[src/rtl/tmr16_pkg.sv]
package tmr16_pkg;

  typedef enum logic [1:0] {
    MD_STOP = 2'b00,
    MD_FREE = 2'b01,
    MD_MOD  = 2'b10,
    MD_UPDN = 2'b11
  } tmr_mode_e;

  localparam logic [1:0] AD_CTRL = 2'd0;
  localparam logic [1:0] AD_CNTL = 2'd1;
  localparam logic [1:0] AD_CNTH = 2'd2;

endpackage

[src/rtl/tmr16_prescale.sv]
module tmr16_prescale #(
  parameter int SH1 = 3,
  parameter int SH2 = 5,
  parameter int SH3 = 7
) (
  input  logic       clk_i,
  input  logic       rst_ni,
  input  logic       tick_i,
  input  logic       run_i,
  input  logic       clr_i,
  input  logic [1:0] sel_i,
  output logic       upd_o
);

  localparam int PS_W = SH3;

  logic [PS_W-1:0] div_q, div_d;
  logic [PS_W-1:0] lim;
  logic            at_lim;
  logic            adv;

  always_comb begin
    case (sel_i)
      2'b00:   lim = '0;
      2'b01:   lim = PS_W'((1 << SH1) - 1);
      2'b10:   lim = PS_W'((1 << SH2) - 1);
      default: lim = PS_W'((1 << SH3) - 1);
    endcase
  end

  assign at_lim = (div_q >= lim);
  assign adv    = run_i && tick_i && !clr_i;

  always_comb begin
    div_d = div_q;
    if (clr_i)
      div_d = '0;
    else if (adv)
      div_d = at_lim ? '0 : div_q + 1'b1;
  end

  always_ff @(posedge clk_i or negedge rst_ni) begin
    if (!rst_ni)
      div_q <= '0;
    else
      div_q <= div_d;
  end

  assign upd_o = adv && at_lim;

  AST_DIV_CLEARED: assert property (@(posedge clk_i) disable iff (!rst_ni)
    clr_i |=> (div_q == '0));
  AST_DIV_FROZEN: assert property (@(posedge clk_i) disable iff (!rst_ni)
    (!run_i && !clr_i) |=> $stable(div_q));

endmodule

[src/rtl/tmr16_core.sv]
module tmr16_core
  import tmr16_pkg::*;
#(
  parameter int CNT_W = 16
) (
  input  logic             clk_i,
  input  logic             rst_ni,
  input  logic             upd_i,
  input  logic             clr_i,
  input  tmr_mode_e        mode_i,
  input  logic [CNT_W-1:0] period_i,
  output logic [CNT_W-1:0] cnt_o,
  output logic             ovf_o
);

  localparam logic [CNT_W-1:0] CNT_MAX = '1;
  localparam logic [CNT_W-1:0] CNT_ONE = CNT_W'(1);

  logic [CNT_W-1:0] cnt_q, cnt_d;
  logic             down_q, down_d;
  logic             ovf_q, ovf_d;

  always_comb begin
    cnt_d  = cnt_q;
    down_d = down_q;
    ovf_d  = 1'b0;
    if (clr_i) begin
      cnt_d  = '0;
      down_d = 1'b0;
    end else begin
      if (mode_i != MD_UPDN)
        down_d = 1'b0;
      if (upd_i) begin
        case (mode_i)
          MD_FREE: begin
            cnt_d = cnt_q + CNT_ONE;
            ovf_d = (cnt_q == CNT_MAX);
          end
          MD_MOD: begin
            if (cnt_q >= period_i) begin
              cnt_d = '0;
              ovf_d = 1'b1;
            end else begin
              cnt_d = cnt_q + CNT_ONE;
            end
          end
          MD_UPDN: begin
            if (period_i == '0) begin
              cnt_d  = '0;
              ovf_d  = 1'b1;
              down_d = 1'b0;
            end else if (down_q) begin
              if (cnt_q <= CNT_ONE) begin
                cnt_d  = '0;
                ovf_d  = 1'b1;
                down_d = 1'b0;
              end else begin
                cnt_d = cnt_q - CNT_ONE;
              end
            end else if (cnt_q >= period_i) begin
              cnt_d  = cnt_q - CNT_ONE;
              down_d = 1'b1;
            end else begin
              cnt_d = cnt_q + CNT_ONE;
            end
          end
          default: ;
        endcase
      end
    end
  end

  always_ff @(posedge clk_i or negedge rst_ni) begin
    if (!rst_ni) begin
      cnt_q  <= '0;
      down_q <= 1'b0;
      ovf_q  <= 1'b0;
    end else begin
      cnt_q  <= cnt_d;
      down_q <= down_d;
      ovf_q  <= ovf_d;
    end
  end

  assign cnt_o = cnt_q;
  assign ovf_o = ovf_q;

  AST_CLEAR_ZERO: assert property (@(posedge clk_i) disable iff (!rst_ni)
    clr_i |=> (cnt_q == '0));
  AST_STOP_HOLD: assert property (@(posedge clk_i) disable iff (!rst_ni)
    (mode_i == MD_STOP && !clr_i) |=> $stable(cnt_q));
  AST_OVF_AT_ZERO: assert property (@(posedge clk_i) disable iff (!rst_ni)
    ovf_q |-> (cnt_q == '0));
  AST_MOD_STEP: assert property (@(posedge clk_i) disable iff (!rst_ni)
    (mode_i == MD_MOD && upd_i && !clr_i && cnt_q < period_i)
      |=> (cnt_q == $past(cnt_q) + CNT_ONE));
  AST_NO_UPD_HOLD: assert property (@(posedge clk_i) disable iff (!rst_ni)
    (!upd_i && !clr_i) |=> ($stable(cnt_q) && !ovf_q));

endmodule

[src/rtl/tmr16_regif.sv]
module tmr16_regif
  import tmr16_pkg::*;
#(
  parameter int DATA_W = 8,
  parameter int CNT_W  = 16
) (
  input  logic              clk_i,
  input  logic              rst_ni,
  input  logic [1:0]        addr_i,
  input  logic              wr_i,
  input  logic              rd_i,
  input  logic [DATA_W-1:0] wdata_i,
  input  logic [CNT_W-1:0]  cnt_i,
  output logic [DATA_W-1:0] rdata_o,
  output tmr_mode_e         mode_o,
  output logic [1:0]        div_o,
  output logic              clr_o,
  output logic              reinit_o
);

  localparam int CTRL_W = 4;

  logic [CTRL_W-1:0] ctrl_q, ctrl_d;
  logic [DATA_W-1:0] hbuf_q, hbuf_d;
  logic              reinit_q, reinit_d;
  logic              wr_ctrl, wr_cntl, rd_cntl;

  assign wr_ctrl = wr_i && (addr_i == AD_CTRL);
  assign wr_cntl = wr_i && (addr_i == AD_CNTL);
  assign rd_cntl = rd_i && (addr_i == AD_CNTL);

  always_comb begin
    ctrl_d   = ctrl_q;
    hbuf_d   = hbuf_q;
    reinit_d = wr_cntl;
    if (wr_ctrl)
      ctrl_d = wdata_i[CTRL_W-1:0];
    if (rd_cntl)
      hbuf_d = cnt_i[CNT_W-1 -: DATA_W];
  end

  always_ff @(posedge clk_i or negedge rst_ni) begin
    if (!rst_ni) begin
      ctrl_q   <= '0;
      hbuf_q   <= '0;
      reinit_q <= 1'b0;
    end else begin
      ctrl_q   <= ctrl_d;
      hbuf_q   <= hbuf_d;
      reinit_q <= reinit_d;
    end
  end

  always_comb begin
    case (addr_i)
      AD_CTRL: rdata_o = {{(DATA_W-CTRL_W){1'b0}}, ctrl_q};
      AD_CNTL: rdata_o = cnt_i[DATA_W-1:0];
      AD_CNTH: rdata_o = hbuf_q;
      default: rdata_o = '0;
    endcase
  end

  assign mode_o   = tmr_mode_e'(ctrl_q[1:0]);
  assign div_o    = ctrl_q[3:2];
  assign clr_o    = wr_cntl;
  assign reinit_o = reinit_q;

  AST_CTRL_RSVD: assert property (@(posedge clk_i) disable iff (!rst_ni)
    (addr_i == AD_CTRL) |-> (rdata_o[DATA_W-1:CTRL_W] == '0));
  AST_HBUF_SNAP: assert property (@(posedge clk_i) disable iff (!rst_ni)
    rd_cntl |=> (hbuf_q == $past(cnt_i[CNT_W-1 -: DATA_W])));
  AST_HBUF_HOLD: assert property (@(posedge clk_i) disable iff (!rst_ni)
    !rd_cntl |=> $stable(hbuf_q));
  AST_REINIT_PULSE: assert property (@(posedge clk_i) disable iff (!rst_ni)
    wr_cntl |=> reinit_q);

endmodule

[src/rtl/tmr16_top.sv]
module tmr16_top
  import tmr16_pkg::*;
#(
  parameter int DATA_W = 8,
  parameter int SH1    = 3,
  parameter int SH2    = 5,
  parameter int SH3    = 7
) (
  input  logic                clk_i,
  input  logic                rst_ni,
  input  logic                tick_i,
  input  logic [1:0]          addr_i,
  input  logic                wr_i,
  input  logic                rd_i,
  input  logic [DATA_W-1:0]   wdata_i,
  output logic [DATA_W-1:0]   rdata_o,
  input  logic [2*DATA_W-1:0] period_i,
  output logic                ovf_o,
  output logic                reinit_o
);

  localparam int CNT_W = 2 * DATA_W;

  logic             rst_meta_q, rst_sync_q;
  logic [CNT_W-1:0] cnt;
  tmr_mode_e        mode;
  logic [1:0]       div;
  logic             clr;
  logic             upd;
  logic             run;

  always_ff @(posedge clk_i or negedge rst_ni) begin
    if (!rst_ni) begin
      rst_meta_q <= 1'b0;
      rst_sync_q <= 1'b0;
    end else begin
      rst_meta_q <= 1'b1;
      rst_sync_q <= rst_meta_q;
    end
  end

  assign run = (mode != MD_STOP);

  tmr16_regif #(.DATA_W(DATA_W), .CNT_W(CNT_W)) u_regif (
    .clk_i    (clk_i),
    .rst_ni   (rst_sync_q),
    .addr_i   (addr_i),
    .wr_i     (wr_i),
    .rd_i     (rd_i),
    .wdata_i  (wdata_i),
    .cnt_i    (cnt),
    .rdata_o  (rdata_o),
    .mode_o   (mode),
    .div_o    (div),
    .clr_o    (clr),
    .reinit_o (reinit_o)
  );

  tmr16_prescale #(.SH1(SH1), .SH2(SH2), .SH3(SH3)) u_prescale (
    .clk_i  (clk_i),
    .rst_ni (rst_sync_q),
    .tick_i (tick_i),
    .run_i  (run),
    .clr_i  (clr),
    .sel_i  (div),
    .upd_o  (upd)
  );

  tmr16_core #(.CNT_W(CNT_W)) u_core (
    .clk_i    (clk_i),
    .rst_ni   (rst_sync_q),
    .upd_i    (upd),
    .clr_i    (clr),
    .mode_i   (mode),
    .period_i (period_i),
    .cnt_o    (cnt),
    .ovf_o    (ovf_o)
  );

endmodule

[config.mk]
export PLATFORM = sky130hd
export DESIGN_NAME = tmr16_top
export DESIGN_NICKNAME = d
export VERILOG_FILES = /design/src/rtl/tmr16_pkg.sv /design/src/rtl/tmr16_prescale.sv /design/src/rtl/tmr16_core.sv /design/src/rtl/tmr16_regif.sv /design/src/rtl/tmr16_top.sv
export SDC_FILE = /design/constraint.sdc
export NUM_CORES = 1
export LEC_CHECK = 0
export BUFFER_PORTS_ARGS = -buffer_cell sky130_fd_sc_hd__buf_2
export CORE_MARGIN = 1
export CORE_UTILIZATION = 60
export CTS_CLUSTER_SIZE = 8
export DETAILED_ROUTE_END_ITERATION = 10
export GPL_ROUTABILITY_DRIVEN = 0
export PLACE_DENSITY = 0.82
export SYNTH_ARGS = -nofsm -noshare
export SYNTH_HDL_FRONTEND = slang
export SYNTH_HIERARCHICAL = 1
export SYNTH_SLANG_ARGS = --single-unit
[constraint.sdc]
create_clock -name clk_i -period 2.5 [get_ports clk_i]
set_clock_uncertainty 0.1 [all_clocks]
set_input_delay 0.375 -clock clk_i [delete_from_list [all_inputs] [get_ports clk_i]]
set_output_delay 0.375 -clock clk_i [all_outputs]
set_load 0.02 [all_outputs]
==> results of run 1 <==
-- repair_timing --
item | CTS
pin swaps | 15
setup endpoints to repair | 17
gates resized for setup | 33
hold endpoints to repair | 2
gates cloned | 1
setup buffers | 5
hold buffers | 1
-- cells by family after synthesis --
logic type / Yosys count / share of synthesized area
simple gates: 163 / 0.254
xor+xnor: 11 / 0.0284
compound gates: 102 / 0.220
buf+inv: 42 / 0.0539
other cells: 1 / 0.00111
flops: 40 / 0.296
mux: 19 / 0.0621
fa+ha+maj: 23 / 0.0850
-- through the flow --
stage | hold slack, ns | setup WS, ns
after CTS | 0.212 | -0.144
after detailed placement | 0.0619 | -0.232
after global placement | 0.0609 | -0.185
after floorplan | -0.0206 | -0.219
-- metal layers --
| metal | track usage | GRT overflow |
|---|---|---|
| met5 | 0.209 | 0 |
| met3 | 0.571 | 0 |
| met1 | 0.745 | 0 |
| met2 | 0.883 | 0 |
| met4 | 0.692 | 5 |
-- synthesized netlist by cell type, drive strengths merged, types with 4 or more instances --
cell,count,area (um^2)
nand4,7,43.8
nor4,7,43.8
inv,21,78.8
mux2,13,150
nand2b,4,32.5
ha,23,288
nand3,26,130
buf,5,43.8
clkbuf,15,56.3
or3,5,36.3
dfrtp,40,1000
mux2i,6,60.1
o21ai,23,119
xnor2,8,70.1
o21a,4,30.0
nand2,41,154
nor2b,5,31.3
and2,5,31.3
and3,5,31.3
o31ai,4,35.0
nor2,29,109
a21oi,23,115
o2bb2ai,4,35.0
nor3,12,60.1
nand3b,6,57.6
a22o,8,71.3
a31oi,5,31.3
==> flow_metrics.tcl, run 1 <==
set metrics [dict create \
    avgSynthCellArea_um2 8.45 \
    yosysSeqAreaShare 0.296 \
    cts_buffers 5 \
    dpl_cell_area_um2 4160 \
    place_hpwl_um 8150 \
    stop_stage "global routing" \
    io_pins 41 \
    antenna_found_initial 1 \
    synth_seq_cells 40 \
    dp_cells 558 \
    grt_max_degree 23 \
    cts_buffer_depth 2 \
    grt_util_all_layers 0.726 \
    root_buffer "clkbuf_8" \
    worstEndpointGrtRepair "u_core/cnt_o[13]$_DFFE_PN0P_/D" \
    syn_area_um2 3390 \
    ys_types 67 \
    overflow 5 \
    start_util 0.643 \
    status "did not finish" \
    ys_async_sr_fraction 1.00 \
    worstEpCategory "register data pin" \
    syn_inst 401 \
    yosysWarnings 6 \
    synth_nets 455 \
    htreeDepth 2 \
    die_x_um 77.1 \
    ys.flop_type "dfrtp_1" \
    numPortBuffers 36 \
    rows 26 \
    tool.error "[ERROR GRT-0232] Routing congestion too high. Check the congestion heatmap in the GUI." \
    cts.sink_count 40 \
    die_h_um 77.1 \
    synth-edff-count 0 \
]
==> run 2: changes to the inputs <==
- CORE_UTILIZATION: 60 -> 40
- CTS_CLUSTER_SIZE: 8 -> default
- PLACE_DENSITY: 0.82 -> default
- PLACE_DENSITY_LB_ADDON: default -> 0.15
==> run 2 against run 1 <==
The flow now finishes, with violations (setup timing). Synthesized cell count unchanged. Area after synthesis did not move.
==> flow_metrics.tcl, run 2 <==
set metrics [dict create \
    cts.sink_count 40 \
    clk_latency_ns 0.30 \
    ys_async_sr_fraction 1.00 \
    via_per_inst 5.75 \
    syn_area_um2 3390 \
    period_needed_ns 2.68 \
    max_slew_margin 0.601 \
    final_cell_mix "buf_4, dfrtp_1, nand2_1, buf_2, nand3_1" \
    drt_iter0_drc 208 \
    wl_um 10800 \
    avgSynthCellArea_um2 8.45 \
    syn_inst 401 \
    htreeDepth 2 \
    grt_pass1_wl_um 16900 \
    start_kind "register" \
    required_ns 2.61 \
    yosys-top-cells-area "dfrtp_1, ha_1, nand2_1" \
    post-route-period-util 1.07 \
    cts_buffers 5 \
    final-instance-count-excl-fill 612 \
    cp_slowest_cell "dfrtp_1" \
    post-synth-top-area-cell "dfrtp_1" \
    antenna_found_initial 0 \
    cts_buffer_depth 2 \
    hold_viol_final 0 \
    die_x_um 94.0 \
    final_design_area_no_fill_um2 4670 \
    synth_nets 455 \
    overflow 0 \
    io_pins 41 \
    dp_cells 596 \
    die_h_um 94.0 \
    coreArea_um2 8220 \
    drtPass1Iterations 5 \
    maxSlewViolCount 0 \
    critPathArrivalTime_ns 2.79 \
    setup_slack_ns -0.178 \
    failed_checks "setup timing" \
    grt_pass1_vias 3327 \
    worst_slew_pin_slew_ns 0.598 \
    ant_nets 0 \
    largest_reg_flops 16 \
    min_path_type "reg2async" \
    crit_type "reg2reg" \
    grt_max_degree 39 \
    yosysSeqAreaShare 0.296 \
    ir_drop_v 0.000266 \
    synthTopCellsByCount "nand2_1, dfrtp_1, nor2_1" \
    root_buffer "clkbuf_8" \
    drc 0 \
    place_hpwl_um 8240 \
    status "complete, but fails checks" \
    layout.nets 560 \
    rows 33 \
    die_area_um2 8840 \
    hold_slack_ns 0.200 \
    dpl_cell_area_um2 4220 \
    ys_types 67 \
    yosysMostFrequentCell "nand2_1" \
    yosysWarnings 6 \
    grt_util_all_layers 0.254 \
    area_delta_synth_final_pct 37.8 \
    final_common_cell "buf_4" \
    cp_slowest_stage_delay_ns 0.43 \
    clk_pin_slew_ns 0.09 \
    wl_per_cell_um 17.6 \
    cp_max_fo 4 \
    leakage_nw 2.07 \
    max_cap_viol_count 0 \
    synth_top_area_share 0.296 \
    setup_viol 14 \
    ys.flop_type "dfrtp_1" \
    start_util 0.412 \
    critical_path.cell_chain "or2_4 -> ha_4 -> nor2b_4 -> a221oi_4 -> a21oi_2 -> nor2_4 -> o21ai_4 -> or3_1 -> a21oi_2 -> a21oi_1 -> a21oi_1" \
    critical_path_buf_inv_count 0 \
    fmax_mhz 373 \
    rsz0062_at_grt "true" \
    worst-r2r-setup-slack_ns -0.18 \
    synth_seq_cells 40 \
    crit_path_end_kind "register" \
    critical_path.top_delay_family "compound AO/OA/AOI/OAI gates" \
    drive_gt1_frac 0.387 \
    numPortBuffers 36 \
    p_per_area_nw_per_um2 649 \
    synth-edff-count 0 \
    via_count 3521 \
    antenna_cells 0 \
    cts_tree "done" \
]
run 2: cell counts after synthesis:
No cell type changed its count.
run 2: final cells by class:
| class | instances | area, um^2 |
|---|---|---|
| Fill cell | 756 | 3550 |
| Clock buffer | 5 | 68.8 |
| Sequential cell | 40 | 1000 |
| Multi-Input combinational cell | 319 | 2500 |
| Timing Repair Buffer | 118 | 832 |
| Tap cell | 105 | 131 |
| Inverter | 22 | 82.6 |
| Clock inverter | 3 | 46.3 |
run 2: power breakdown:
group / total, mW / internal, mW / switching [mW]
logic: 1.62 / 0.762 / 0.858
clock network: 0.543 / 0.301 / 0.242
registers: 0.866 / 0.757 / 0.109
run 2: final timing paths:
check	from	end	cells past startpoint
worst max-delay path	u_regif/ctrl_q[3]	u_core/cnt_o[5]	11
worst min-delay path	rst_sync_q	u_prescale/div_q[4]	1
worst max register to register	u_regif/ctrl_q[3]	u_core/cnt_o[5]	11
worst min register to register	rst_sync_q	u_prescale/div_q[4]	1
max in group asynchronous	rst_sync_q	u_core/cnt_o[0]	1
min in group clk_i	wdata_i[0]	u_regif/ctrl_q[0]	2
run 2: kinds of logic (layout without fill, tap and decap cells):
family / Yosys count / after routing / share of synthesized area
adders and majority gates: 23 / 23 / 0.0850
muxes: 19 / 19 / 0.0621
AOI/OAI and AO/OA: 102 / 102 / 0.220
xor gates and xnor gates: 11 / 11 / 0.0284
DFF: 40 / 40 / 0.296
and+or+nand+nor: 163 / 163 / 0.254
buffers and inverters: 42 / 148 / 0.0539
other: 1 / 1 / 0.00111
run 2: metal layers:
metal  share of wire  routed length [um]  global-route usage
met3           0.066                 708              0.0494
met1            0.45                4840               0.348
met2            0.47                5040               0.403
met5               0                   0                   0
met4           0.017                 181              0.0731
run 2: worst reg2reg max path, delay by kind of cell (launching register included):
family | cells | cell delay [ns]
AND/OR/NAND/NOR | 4 | 0.89
AO/OA/AOI/OAI | 6 | 0.89
adder cells (fa/ha/maj) | 1 | 0.28
flip-flops | 1 | 0.43
run 2: per-stage QoR:
step                setup slack (ns)  power [mW]  TNS, ns   util
floorplan                     -0.219        1.75   -0.638      -
global placement              -0.307        2.27    -2.86  0.513
detailed placement            -0.308        2.30    -3.30  0.513
CTS                           -0.155        2.90    -1.09  0.540
global route                  -0.305        3.22    -2.91  0.568
finish                        -0.178        3.03    -1.60  0.568
run 2: timing repair:
action                     4_1_cts  5_1_grt
setup endpoints to repair       16       17
pin swaps                        9       11
setup buffers                    3        4
hold endpoints to repair         2        0
hold buffers                     1        0
resized for setup               18       40
Power figures use the tool's default switching activity.
